--- src/rtl/sens_regbank_pkg.sv ---
package sens_regbank_pkg;
   typedef enum logic [1:0] {KEY_IDLE = 2'd0, KEY_ONE = 2'd1, KEY_TWO = 2'd2} key_st_e;

   localparam logic [7:0] KEY_B0 = 8'h0C;
   localparam logic [7:0] KEY_B1 = 8'h05;
   localparam logic [7:0] KEY_B2 = 8'h0F;

   localparam logic [7:0] A_REV  = 8'h00;
   localparam logic [7:0] A_CTRL = 8'h01;
   localparam logic [7:0] A_STAT = 8'h02;
   localparam logic [7:0] A_KEY  = 8'h03;
   localparam logic [7:0] A_XL   = 8'h04;
   localparam logic [7:0] A_XM   = 8'h05;
   localparam logic [7:0] A_YL   = 8'h06;
   localparam logic [7:0] A_YM   = 8'h07;
   localparam logic [7:0] A_ZL   = 8'h08;
   localparam logic [7:0] A_ZM   = 8'h09;
   localparam logic [7:0] A_TL   = 8'h0C;
   localparam logic [7:0] A_TM   = 8'h0D;
   localparam logic [7:0] A_INT  = 8'h10;
   localparam logic [7:0] A_ID   = 8'h1B;

   localparam int unsigned NFLAG   = 3;
   localparam int unsigned FL_STC  = 0;
   localparam int unsigned FL_STS  = 1;
   localparam int unsigned FL_SAT  = 2;
   localparam int unsigned NCHAN   = 4;
   localparam int unsigned LSB_AXB = 7;
endpackage

--- src/rtl/sens_key_detect.sv ---
module sens_key_detect
   import sens_regbank_pkg::*;
(
   input  logic       clk,
   input  logic       rst_n,
   input  logic       wr_key,
   input  logic [7:0] wdata,
   output logic       key_hit
);
   key_st_e st_q, st_nxt;

   always_comb begin
      key_hit = 1'b0;
      st_nxt  = st_q;
      if (wr_key) begin
         if (st_q == KEY_TWO && wdata == KEY_B2) begin
            key_hit = 1'b1;
            st_nxt  = KEY_IDLE;
         end else if (st_q == KEY_ONE && wdata == KEY_B1) begin
            st_nxt = KEY_TWO;
         end else if (wdata == KEY_B0) begin
            st_nxt = KEY_ONE;
         end else begin
            st_nxt = KEY_IDLE;
         end
      end
   end

   always_ff @(posedge clk or negedge rst_n) begin
      if (!rst_n) st_q <= KEY_IDLE;
      else        st_q <= st_nxt;
   end
endmodule

--- src/rtl/sens_sticky_flags.sv ---
module sens_sticky_flags #(
   parameter int unsigned N = 3
) (
   input  logic         clk,
   input  logic         rst_n,
   input  logic         clr_all,
   input  logic         ack,
   input  logic [N-1:0] cause,
   output logic [N-1:0] flag
);
   if (N < 1) begin : g_bad_n
      $error("sens_sticky_flags: N must be at least 1");
   end

   for (genvar i = 0; i < N; i++) begin : g_flag
      always_ff @(posedge clk or negedge rst_n) begin
         if (!rst_n)        flag[i] <= 1'b0;
         else if (clr_all)  flag[i] <= 1'b0;
         else if (cause[i]) flag[i] <= 1'b1;
         else if (ack)      flag[i] <= 1'b0;
      end
   end
endmodule

--- src/rtl/sens_shadow.sv ---
module sens_shadow #(
   parameter int unsigned NCH = 4,
   parameter int unsigned W   = 8
) (
   input  logic           clk,
   input  logic           rst_n,
   input  logic           clr,
   input  logic [NCH-1:0] cap,
   input  logic [NCH*W-1:0] din,
   output logic [NCH*W-1:0] dout
);
   if (NCH < 1 || W < 1) begin : g_bad_cfg
      $error("sens_shadow: NCH and W must be positive");
   end

   for (genvar c = 0; c < NCH; c++) begin : g_ch
      always_ff @(posedge clk or negedge rst_n) begin
         if (!rst_n)      dout[c*W +: W] <= '0;
         else if (clr)    dout[c*W +: W] <= '0;
         else if (cap[c]) dout[c*W +: W] <= din[c*W +: W];
      end
   end
endmodule

--- src/rtl/sens_regbank.sv ---
module sens_regbank
   import sens_regbank_pkg::*;
#(
   parameter int unsigned AW        = 5,
   parameter int unsigned AXW       = 13,
   parameter int unsigned TW        = 16,
   parameter logic [7:0]  REV_CODE  = 8'h02,
   parameter logic [7:0]  ID_INIT   = 8'h5A,
   parameter logic [7:0]  CTRL_INIT = 8'h00
) (
   input  logic           clk,
   input  logic           rst_n,
   input  logic           rd_en,
   input  logic           wr_en,
   input  logic [AW-1:0]  addr,
   input  logic [7:0]     wdata,
   output logic [7:0]     rdata,
   input  logic [AXW-1:0] acc_x,
   input  logic [AXW-1:0] acc_y,
   input  logic [AXW-1:0] acc_z,
   input  logic [TW-1:0]  temp_in,
   input  logic           sat_evt,
   input  logic           stst_fail,
   input  logic           cstest_fail,
   input  logic           csum_err,
   input  logic           atest_on,
   input  logic           frame_bad,
   input  logic           frame_good,
   output logic [7:0]     ctrl_o,
   output logic           st_flag_o,
   output logic           sat_flag_o,
   output logic           sw_rst_o
);
   localparam int unsigned AX_HI_W = AXW - LSB_AXB;
   localparam int unsigned T_HI_W  = TW - 8;
   localparam int unsigned NAXIS   = 3;

   if (AW < 5 || AW > 8) begin : g_bad_aw
      $error("sens_regbank: AW must be 5..8");
   end
   if (AXW < 8 || AXW > 14) begin : g_bad_axw
      $error("sens_regbank: AXW must be 8..14");
   end
   if (TW < 9 || TW > 16) begin : g_bad_tw
      $error("sens_regbank: TW must be 9..16");
   end

   logic [7:0] addr_ext;
   assign addr_ext = 8'(addr);

   // axis byte formatting
   logic [AXW-1:0] ax_in  [NAXIS];
   logic [7:0]     ax_lsb [NAXIS];
   logic [7:0]     ax_msb [NAXIS];
   assign ax_in[0] = acc_x;
   assign ax_in[1] = acc_y;
   assign ax_in[2] = acc_z;

   for (genvar a = 0; a < NAXIS; a++) begin : g_axis
      assign ax_lsb[a] = {ax_in[a][LSB_AXB-1:0], 1'b0};
      assign ax_msb[a] = 8'(ax_in[a][AXW-1:LSB_AXB]);
   end

   logic [7:0] t_lsb, t_msb;
   assign t_lsb = temp_in[7:0];
   assign t_msb = 8'(temp_in[TW-1:8]);

   // shadow capture on high-byte reads
   logic [NCHAN-1:0]   cap;
   logic [NCHAN*8-1:0] sh_in, sh_q;
   logic               key_hit;

   assign cap[0] = rd_en && (addr_ext == A_XM);
   assign cap[1] = rd_en && (addr_ext == A_YM);
   assign cap[2] = rd_en && (addr_ext == A_ZM);
   assign cap[3] = rd_en && (addr_ext == A_TM);
   assign sh_in  = {t_lsb, ax_lsb[2], ax_lsb[1], ax_lsb[0]};

   sens_shadow #(.NCH(NCHAN), .W(8)) u_shadow (
      .clk  (clk),
      .rst_n(rst_n),
      .clr  (key_hit),
      .cap  (cap),
      .din  (sh_in),
      .dout (sh_q)
   );

   // sticky interrupt flags
   logic [NFLAG-1:0] int_q, int_cause;
   logic             int_ack;
   assign int_cause[FL_SAT] = sat_evt;
   assign int_cause[FL_STS] = stst_fail;
   assign int_cause[FL_STC] = cstest_fail;
   assign int_ack           = rd_en && (addr_ext == A_INT);

   sens_sticky_flags #(.N(NFLAG)) u_flags (
      .clk    (clk),
      .rst_n  (rst_n),
      .clr_all(key_hit),
      .ack    (int_ack),
      .cause  (int_cause),
      .flag   (int_q)
   );

   // reset key
   sens_key_detect u_key (
      .clk    (clk),
      .rst_n  (rst_n),
      .wr_key (wr_en && (addr_ext == A_KEY)),
      .wdata  (wdata),
      .key_hit(key_hit)
   );

   // writable registers and frame error
   logic [7:0] ctrl_q, id_q;
   logic       ferr_q;

   always_ff @(posedge clk or negedge rst_n) begin
      if (!rst_n) begin
         ctrl_q   <= CTRL_INIT;
         id_q     <= ID_INIT;
         ferr_q   <= 1'b0;
         sw_rst_o <= 1'b0;
      end else begin
         sw_rst_o <= key_hit;
         if (key_hit)                              ctrl_q <= CTRL_INIT;
         else if (wr_en && addr_ext == A_CTRL)     ctrl_q <= wdata;
         if (wr_en && addr_ext == A_ID)            id_q   <= wdata;
         if (frame_bad)                            ferr_q <= 1'b1;
         else if (frame_good)                      ferr_q <= 1'b0;
      end
   end

   // read multiplexer
   always_comb begin
      unique case (addr_ext)
         A_REV:   rdata = REV_CODE;
         A_CTRL:  rdata = ctrl_q;
         A_STAT:  rdata = {5'b0, atest_on, csum_err, ferr_q};
         A_XL:    rdata = sh_q[0*8 +: 8];
         A_XM:    rdata = ax_msb[0];
         A_YL:    rdata = sh_q[1*8 +: 8];
         A_YM:    rdata = ax_msb[1];
         A_ZL:    rdata = sh_q[2*8 +: 8];
         A_ZM:    rdata = ax_msb[2];
         A_TL:    rdata = sh_q[3*8 +: 8];
         A_TM:    rdata = t_msb;
         A_INT:   rdata = {1'b0, int_q[FL_SAT], int_q[FL_STS], int_q[FL_STC], 4'b0};
         A_ID:    rdata = id_q;
         default: rdata = 8'h00;
      endcase
   end

   assign ctrl_o     = ctrl_q;
   assign sat_flag_o = int_q[FL_SAT];
   assign st_flag_o  = int_q[FL_STS] | int_q[FL_STC] | csum_err;
endmodule

--- config.mk ---
export PLATFORM = sky130hd
export DESIGN_NAME = sens_regbank
export DESIGN_NICKNAME = d
export VERILOG_FILES = /design/src/rtl/sens_regbank_pkg.sv /design/src/rtl/sens_key_detect.sv /design/src/rtl/sens_sticky_flags.sv /design/src/rtl/sens_shadow.sv /design/src/rtl/sens_regbank.sv
export SDC_FILE = /design/constraint.sdc
export NUM_CORES = 1
export LEC_CHECK = 0
export CAP_MARGIN = 25
export CORE_MARGIN = 2
export CORE_UTILIZATION = 40
export CTS_CLUSTER_SIZE = 10
export DETAILED_ROUTE_END_ITERATION = 12
export GPL_ROUTABILITY_DRIVEN = 0
export HOLD_SLACK_MARGIN = 0.03
export PLACE_DENSITY_LB_ADDON = 0.1
export SYNTH_ARGS = -nofsm -noshare
export SYNTH_HDL_FRONTEND = slang
export SYNTH_HIERARCHICAL = 1
export SYNTH_SLANG_ARGS = --single-unit
export TNS_END_PERCENT = 10
--- constraint.sdc ---
create_clock -name clk -period 2.1 [get_ports clk]
set_input_delay 0.42 -clock clk [delete_from_list [all_inputs] [get_ports clk]]
set_output_delay 0.42 -clock clk [all_outputs]
set_load 0.1 [all_outputs]
# [Word level (Yosys, flattened, before mapping)]
# Index checks and enable logic that the tools add are counted.
[word_totals] register_bits=55 latch_bits=0 ram_bits=0 romBits=0 input_bits=79 out_inout_bits=19 word_cells=77 n_memories=0
[op_classes] n_addsub=0 n_mul=0 n_div=0 order_cmp=0 eq_ne=18 shifts=0 n_mux=25 bitwise=2 reduce_logical=20
[ops] cell="8-bit case mux with 13 select lines" n=1
[ops] cell="8-bit 2-to-1 mux" n=10
[ops] cell="5-bit by 3-bit equality test with 1-bit output, second input constant" n=4
[ops] cell="5-bit by 4-bit equality test with 1-bit output, second input constant" n=4
[ops] cell="8-bit by 4-bit equality test with 1-bit output, second input constant" n=2
[ops] cell="1-bit 2-to-1 mux" n=12
[ops] cell="2-bit nonzero test" n=6
[ops] cell="5-bit by 2-bit equality test with 1-bit output, second input constant" n=2
[ops] cell="5-bit equality test, second input constant" n=2
[ops] cell="1-bit logical AND" n=10
[ops] cell="3-bit nonzero test" n=3
[ops] cell="8-bit by 3-bit equality test with 1-bit output, second input constant" n=1
[ops] cell="8-bit logical NOT" n=1
[ops] cell="5-bit by 1-bit equality test with 1-bit output, second input constant" n=1
[ops] cell="2-bit 2-to-1 mux" n=2
[ops] cell="2-bit by 1-bit equality test with 1-bit output, second input constant" n=1
[ops] cell="2-bit equality test, second input constant" n=1
[ops] cell="1-bit bitwise OR" n=2

# [Logic depth before layout (Yosys ltp)]
# Gate-level depths: netlist of the first run.
[depth] word_depth=5 mapped_depth=8 depth_no_buf=6

# [By module]
# Netlist of the first run, hierarchy kept.
[modules_own_cells] mod="sens_regbank" instances=1 cells_per_inst=187 area_per_inst_um2=1627.8 seq_area_each_um2=455.4
[modules_own_cells] mod="sens_shadow" instances=1 cells_per_inst=103 area_per_inst_um2=1301.2 seq_area_each_um2=800.8
[modules_own_cells] mod="sens_key_detect" instances=1 cells_per_inst=13 area_per_inst_um2=123.9 seq_area_each_um2=50.0
[modules_own_cells] mod="sens_sticky_flags" instances=1 cells_per_inst=12 area_per_inst_um2=120.1 seq_area_each_um2=75.1

# [Worst setup path after synthesis of the first run]
# OpenSTA, ideal clock, no wires.
[synth_timing] path_type="flip-flop to output port" start="register ctrl_q[0], in the netlist ctrl_o[0]" end="output port rdata[0]" arrival_ns=2.279 t_required_ns=1.680 slack_ns=-0.599 path_stages_with_launch=4 path_buffers=0 cell_sequence="dfrtp_1 mux2_1 a32oi_1 nand4_1"
[synth_via] elab_chain_cells=1
[synth_rtl] element="start: declaration" line_no="sens_regbank.sv:115" source="logic [7:0] ctrl_q, id_q;"
[synth_rtl] element="start signal: assignment" line_no="sens_regbank.sv:127" source="else if (wr_en && addr_ext == A_CTRL) ctrl_q <= wdata;"
[synth_rtl] element="8-bit case mux with 13 select lines" line_no="sens_regbank.sv:136" source="unique case (addr_ext)"
[synth_rtl] element="end: declaration" line_no="sens_regbank.sv:17" source="output logic [7:0] rdata,"
# No other way between the ends.

# [Worst setup path in the final report of the first run]
[layout_timing] start="register u_shadow.dout[5]" end="output port rdata[5]"
[layout_via] elab_chain_cells=1
[layout_rtl] element="start: declaration" line_no="sens_shadow.sv:10" source="output logic [NCH*W-1:0] dout"
[layout_rtl] element="start signal: indexed assignment" line_no="sens_shadow.sv:20" source="else if (cap[c]) dout[c*W +: W] <= din[c*W +: W];"
[layout_rtl] element="8-bit case mux with 13 select lines" line_no="sens_regbank.sv:136"
# No other way between the ends.

==> results of run 1 <==
[report_power, final]
part | leakage, nW | switching (W) | internal (W)
Clock | 0.0654 | 0.000353 | 0.000477
Sequential | 0.680 | 0.000140 | 0.00126
Combinational | 1.42 | 0.000604 | 0.000470
[area by class of cell]
cell class                 instances  area, sq um  area share (%)
inverter                           6         22.5           0.452
clock buffer                       6         72.6            1.46
sequential                        55         1380            27.7
multi-input combinational        235         1740            34.8
timing repair buffer             151         1580            31.8
clock inverter                     2         60.1            1.20
tap                              102          128            2.56
[metal layers]
layer	vias up	track usage [%]	wire, microns
met1	1436	35.1	4540
li1	1419	-	-
met5	-	0	0
met2	107	39.8	4760
met3	13	3.79	647
met4	0	6.00	188
[state kept, by name (all words and copies together), names as in the netlist]
| name | count |
|---|---|
| ctrl_o | 8 |
| ferr_q | 1 |
| id_q | 8 |
| sw_rst_o | 1 |
| u_flags/flag | 3 |
| u_key/st_q | 2 |
| u_shadow/dout | 32 |
[metrics by stage]
stage	instance area (sq um)	util, %	setup TNS (ns)	cells
final	4990	64.9	-0.344	557
after global routing	4990	64.9	-0.785	557
after CTS	4950	64.4	-0.434	558
after detailed placement	4650	60.5	-20.10	543
after global placement	4650	60.5	-19.90	543
after floorplan	3190	-	-2.64	317
[what timing repair did]
action	4_1_cts	5_1_grt
pin swaps	20	9
setup buffers	8	0
gates resized for setup	58	10
cloned	0	0
hold buffers	0	0
endpoints found under the setup margin	48	8
[cells in the final DEF (no fill, tap or decap), types with 2 or more instances in the layout]
cell / n
nand3_1: 14
a32oi_1: 2
inv_1: 6
o21ai_0: 4
and4_1: 2
o21ai_1: 5
clkbuf_8: 5
buf_12: 17
nor2b_2: 2
nor4_2: 3
nor4_1: 2
nand3b_1: 8
buf_6: 6
nand4_1: 6
mux2_4: 10
and3_1: 5
a22oi_2: 4
bufinv_16: 2
dfrtp_2: 2
buf_8: 5
a22o_1: 6
clkdlybuf4s50_1: 68
dfrtp_1: 49
dfstp_2: 4
dlygate4sd2_1: 2
a21oi_1: 15
conb_1: 3
mux2i_1: 38
buf_4: 50
nand2_1: 19
a22oi_1: 8
nor2_1: 43
nor3_2: 2
nand2b_4: 2
nand2b_1: 6
[worst register-to-register path, delay by kind of cell, from the launching register on]
kind / cells / cell delay (ns)
buf+inv: 2 / 0.31
flops: 1 / 0.39
simple gates: 3 / 0.42
[logic make-up after synthesis]
group	after synthesis	synth area share, %
compound gates	54	11.6
buf+inv	27	5.44
mux	51	17.5
simple gates	127	21.8
flops	55	43.5
other cells	1	0.118
[worst paths after layout]
kind | startpoint | end | slack, ns | cells past startpoint
max | u_shadow/dout[5]$_DFFE_PN0P_ | rdata[5] | -0.1 | 5
min | rst_n | u_shadow/dout[29]$_DFFE_PN0P_ | 0.09 | 1
max reg2reg | u_key/st_q[0]$_DFFE_PN0P_ | u_shadow/dout[2]$_DFFE_PN0P_ | 0.86 | 5
min reg2reg | ferr_q$_DFFE_PN0P_ | ferr_q$_DFFE_PN0P_ | 0.51 | 1
max in group asynchronous | rst_n | u_shadow/dout[9]$_DFFE_PN0P_ | 1.41 | 2
min in group clk | ferr_q$_DFFE_PN0P_ | ferr_q$_DFFE_PN0P_ | 0.51 | 1
==> metrics.md, run 1 <==
| Metric | Value |
|---|---|
| Clock latency on the worst-skew pair | `0.31 ns` |
| Avg WL per Cell | `18.2 microns` |
| Yosys warns | `6` |
| Site row count | `32` |
| Synth area leaders | `dfrtp_1 (40%), mux2i_1 (12%), nor2_1 (5.1%)` |
| Final setup viols | `7` |
| Routed vias | `2975` |
| PwrDens | `662 nW/um^2` |
| Clock transition at path regs | `0.09 ns` |
| Post-DP HPWL | `7700 microns` |
| First-pass GRT wire length | `16500 microns` |
| Maximum clock rate | `455 MHz` |
| CTS tree | `done` |
| Main synth FF type | `dfrtp_1` |
| Core Box Area | `7690 sq um` |
| Worst EP required | `1.68 ns` |
| Worst path top cell family by delay | `compound AO/OA/AOI/OAI gates` |
| Min cycle time layout | `2.20 ns` |
| Post-synth top area cell | `dfrtp_1` |
| WS Path Type | `reg2out` |
| Antenna Violating Nets Remaining | `0` |
| DIE WIDTH | `93.1 microns` |
| Worst-Margin Slew | `0.571 ns` |
| RSZ-0062 raised after global routing | `yes` |
| Total power | `0.00330 W` |
| Die Y-Extent | `93.1 microns` |
| Most frequent cells after synthesis | `dfrtp_1 (51), nor2_1 (43), mux2i_1 (39)` |
| Seq/Total Area, Yosys | `43.5%` |
| I/O Buffers | `97` |
| Area Growth Syn to Fin | `57.2%` |
| Initial antenna violation count | `0` |
| Largest net degree at the start of global routing | `45` |
| Vias in the first global route | `3085` |
| Layout Skew | `0.00534 ns` |
| CTS Buf Count | `5` |
| Worst-path cell chain | `mux2_2, nand2_1, o21ai_1, a2111o_1, buf_12` |
| Total congestion overflow | `0` |
| Clock buffer depth | `2` |
| Drt drc | `0` |
| Fillers | `625` |
| Status | `finished, violations left` |
| Worst-path fanout max | `2` |
| Initial drt markers | `181` |
| CTS sink count | `55` |
| Fin crit share | `105%` |
| CP Launch Type | `flop` |
| Overall global routing resource usage | `24.7%` |
| Library cells used by synthesis | `50` |
| Initial Util | `41.3%` |
| Post-synth EDFFs | `0` |
| Initial DRT Pass Iterations | `4` |
| DRT Wirelength | `10100 microns` |
| Final Worst Setup Slack | `-0.0968 ns` |
| Root buffer cell | `clkbuf_8` |
| Post-Syn Instances | `315` |
| Syn Area/Cell | `10.1 sq um` |
| Synthesis-stage register bit count | `55` |
| Worst-case vdd ir drop | `0.000478 V` |
| Netlist Area Pre-Place | `3170 sq um` |
| Pins over their slew limit | `0` |
| Ys async rst share | `100%` |
| Count leader, synth | `dfrtp_1` |
| Slowest-stage cell, CP | `dfrtp_1` |
| Ports | `98` |
| Via density per instance | `5.34` |
| Antenna cells | `0` |
| Die footprint | `8660 sq um` |
| Share of post-route cells with drive strength above 1 | `28.1%` |
| Hold Crit Class | `in2async` |
| Slew headroom | `61.9%` |
| CP peak stage delay | `0.43 ns` |
| Leak pwr | `2.17 nW` |
| Worst setup EP type | `output port` |
| H-Tree Depth | `2` |
| Failing checks | `setup timing` |
| Synth top area share | `40.2%` |
| Pre-CTS setup slack | `-0.617 ns` |
| Buf/Inv on CP | `1` |
| Nets | `533` |
| Maxcap violations | `0` |
| Final hold slack | `0.0912 ns` |
| WP data arrival | `1.78 ns` |
| Final count of hold timing violations | `0` |
(Power assumes the default switching activity.)
==> run 2: changes to the inputs <==
--- a/config.mk
+++ b/config.mk
@@ -6,7 +6,6 @@
 export NUM_CORES = 1
 export LEC_CHECK = 0
 export CAP_MARGIN = 25
-export CORE_MARGIN = 2
 export CORE_UTILIZATION = 40
 export CTS_CLUSTER_SIZE = 10
 export DETAILED_ROUTE_END_ITERATION = 12
==> run 2 against run 1 <==
The flow still finishes with violations (setup timing). Worst hold slack got worse by 0.063 ns. Cell area fell by 1.1%. Critical path depth rose by 2. Non-clock buffer count rose by 1. Register-to-register slack barely moved. Routed wire length barely moved. Cell count rose by 0.18%. First-iteration DRC count rose by 2.8%. Flip-flop and latch count did not move. Sequential share of layout area rose by 0.30 points.
==> metrics.md, run 2 (synthesized netlist as in run 1, its figures left out) <==
| Metric | Value |
|---|---|
| Status | `finished, violations left` |
| Failing checks | `setup timing` |
| Layout Skew | `0.0105 ns` |
| Worst setup EP type | `output port` |
| Initial antenna violation count | `0` |
| Share of post-route cells with drive strength above 1 | `29.4%` |
| Min cycle time layout | `2.24 ns` |
| First-pass GRT wire length | `16200 microns` |
| Hold_buf cts | `0` |
| Die Y-Extent | `91.1 microns` |
| Vias in the first global route | `3104` |
| TNS Setup | `-0.565 ns` |
| Final count of hold timing violations | `0` |
| Total congestion overflow | `0` |
| Top reg by flops | `u_shadow/dout` |
| Overall global routing resource usage | `25.3%` |
| Post-route insts no fill | `558` |
| Via density per instance | `5.37` |
| Maxcap violations | `0` |
| Worst-path fanout max | `4` |
| WS Path Type | `in2out` |
| Initial Util | `41.3%` |
| DRT Wirelength | `10100 microns` |
| Hold Crit Class | `in2async` |
| Site row count | `32` |
| Ports | `98` |
| Slowest-stage cell, CP | `mux2_4` |
| CP Launch Type | `primary input` |
| Final setup viols | `7` |
| Leading cell type in the layout, fill and taps excluded | `clkdlybuf4s50_1` |
| Initial DRT Pass Iterations | `6` |
| H-Tree Depth | `2` |
| CTS sink count | `55` |
| PwrDens | `642 nW/um^2` |
| CTS tree | `done` |
| Avg WL per Cell | `18.2 microns` |
| Nets | `534` |
| Placed cells | `544` |
| WP data arrival | `1.82 ns` |
| Worst-case vdd ir drop | `0.000638 V` |
| Area Growth Syn to Fin | `55.5%` |
| Antenna Violating Nets Remaining | `0` |
| Core Box Area | `7690 sq um` |
| Worst EP required | `1.68 ns` |
| CTS Buf Count | `5` |
| Clock latency on the worst-skew pair | `0.31 ns` |
| Initial drt markers | `186` |
| Die footprint | `8290 sq um` |
| Leak pwr | `2.15 nW` |
| Commonest cells after routing, fill and taps aside | `clkdlybuf4s50_1 (69), buf_4 (53), dfrtp_1 (49)` |
| Largest register FFs | `32` |
| Pins over their slew limit | `0` |
| Maximum clock rate | `447 MHz` |
| Reg-to-reg slack, setup | `0.85 ns` |
| Antenna cells | `0` |
| Post-route cell area | `4930 sq um` |
| Drt drc | `0` |
| Clock transition at path regs | `0.10 ns` |
| Clock buffer depth | `2` |
| CP peak stage delay | `0.29 ns` |
| Fin crit share | `107%` |
| Largest net degree at the start of global routing | `45` |
| Routed vias | `2994` |
| I/O Buffers | `97` |
| Fillers | `672` |
| Post-DP HPWL | `7650 microns` |
| DIE WIDTH | `91.1 microns` |
| Final Worst Setup Slack | `-0.137 ns` |
| Placement-stage cell area | `4640 sq um` |
| Root buffer cell | `clkbuf_8` |
| RSZ-0062 raised after global routing | `yes` |
| Worst-path cell chain | `buf_8, buf_6, mux2_4, a22o_1, a32oi_2, nand4_1, buf_12` |
==> run 2: cell count changes in the layout (fill, tap and decap cells not counted), sizes merged <==
| cell | before | now |
|---|---|---|
| dlymetal6s2s | 1 | 0 |
| bufinv | 2 | 1 |
| buf | 79 | 80 |
| clkinvlp | 0 | 1 |
| clkdlybuf4s50 | 68 | 69 |
==> run 2: worst max-delay path, delay by kind of cell <==
| family | cells | cell delay (ns) |
|---|---|---|
| buf+inv | 3 | 0.44 |
| compound gates | 2 | 0.49 |
| mux | 1 | 0.29 |
| simple gates | 1 | 0.18 |
==> run 2: cell type report <==
| class | instances | area, sq um | share of cell area [%] |
|---|---|---|---|
| clock inverters | 2 | 37.5 | 0.761 |
| flip-flops and latches | 55 | 1380 | 28.0 |
| inverters | 6 | 22.5 | 0.456 |
| well taps | 102 | 128 | 2.59 |
| repair buffers | 152 | 1530 | 31.0 |
| multi-input cells | 235 | 1760 | 35.7 |
| clock buffers | 6 | 72.6 | 1.47 |
==> run 2: worst paths after layout <==
kind                                                 from                            end  depth (start not counted)
worst max-delay path                              addr[3]                       rdata[2]                          7
worst min-delay path                                rst_n   u_shadow/dout[1]$_DFFE_PN0P_                          1
worst max register to register  u_key/st_q[0]$_DFFE_PN0P_  u_shadow/dout[23]$_DFFE_PN0P_                          5
worst min register to register  u_key/st_q[1]$_DFFE_PN0P_      u_key/st_q[1]$_DFFE_PN0P_                          1
max in group asynchronous                           rst_n          ctrl_o[2]$_DFFE_PN0P_                          3
min in group clk                u_key/st_q[1]$_DFFE_PN0P_      u_key/st_q[1]$_DFFE_PN0P_                          1
==> run 2: through the flow <==
stage | setup WS [ns] | power (W) | hold slack (ns) | util [%]
finish | -0.137 | 0.00317 | 0.0280 | 64.2
global route | -0.176 | 0.00331 | 0.0561 | 64.2
CTS | -0.136 | 0.00317 | 0.0317 | 63.4
global placement | -0.603 | 0.00242 | 0.378 | 60.4
floorplan | -0.397 | 0.00199 | 0.124 | -
detailed placement | -0.658 | 0.00244 | 0.380 | 60.4
==> run 2: timing repair <==
item | 4_1_cts | 5_1_grt
pin swaps | 13 | 11
gates resized for setup | 51 | 14
setup endpoints to repair | 52 | 8
cloned | 2 | 0
buffers inserted | 5 | 1
==> run 2: metal layers <==
metal	vias up	part of all wire, %	GRT usage (%)
met4	0	1.8	8.60
met3	14	5.9	4.52
met1	1457	45	34.1
met2	103	48	41.0
li1	1420	-	-
met5	-	0	0
==> run 2: report_power, final <==
part | leakage, nW | internal [W] | switching, W
logic | 1.41 | 0.000464 | 0.000607
clock network | 0.0514 | 0.000356 | 0.000344
registers | 0.680 | 0.00126 | 0.000143
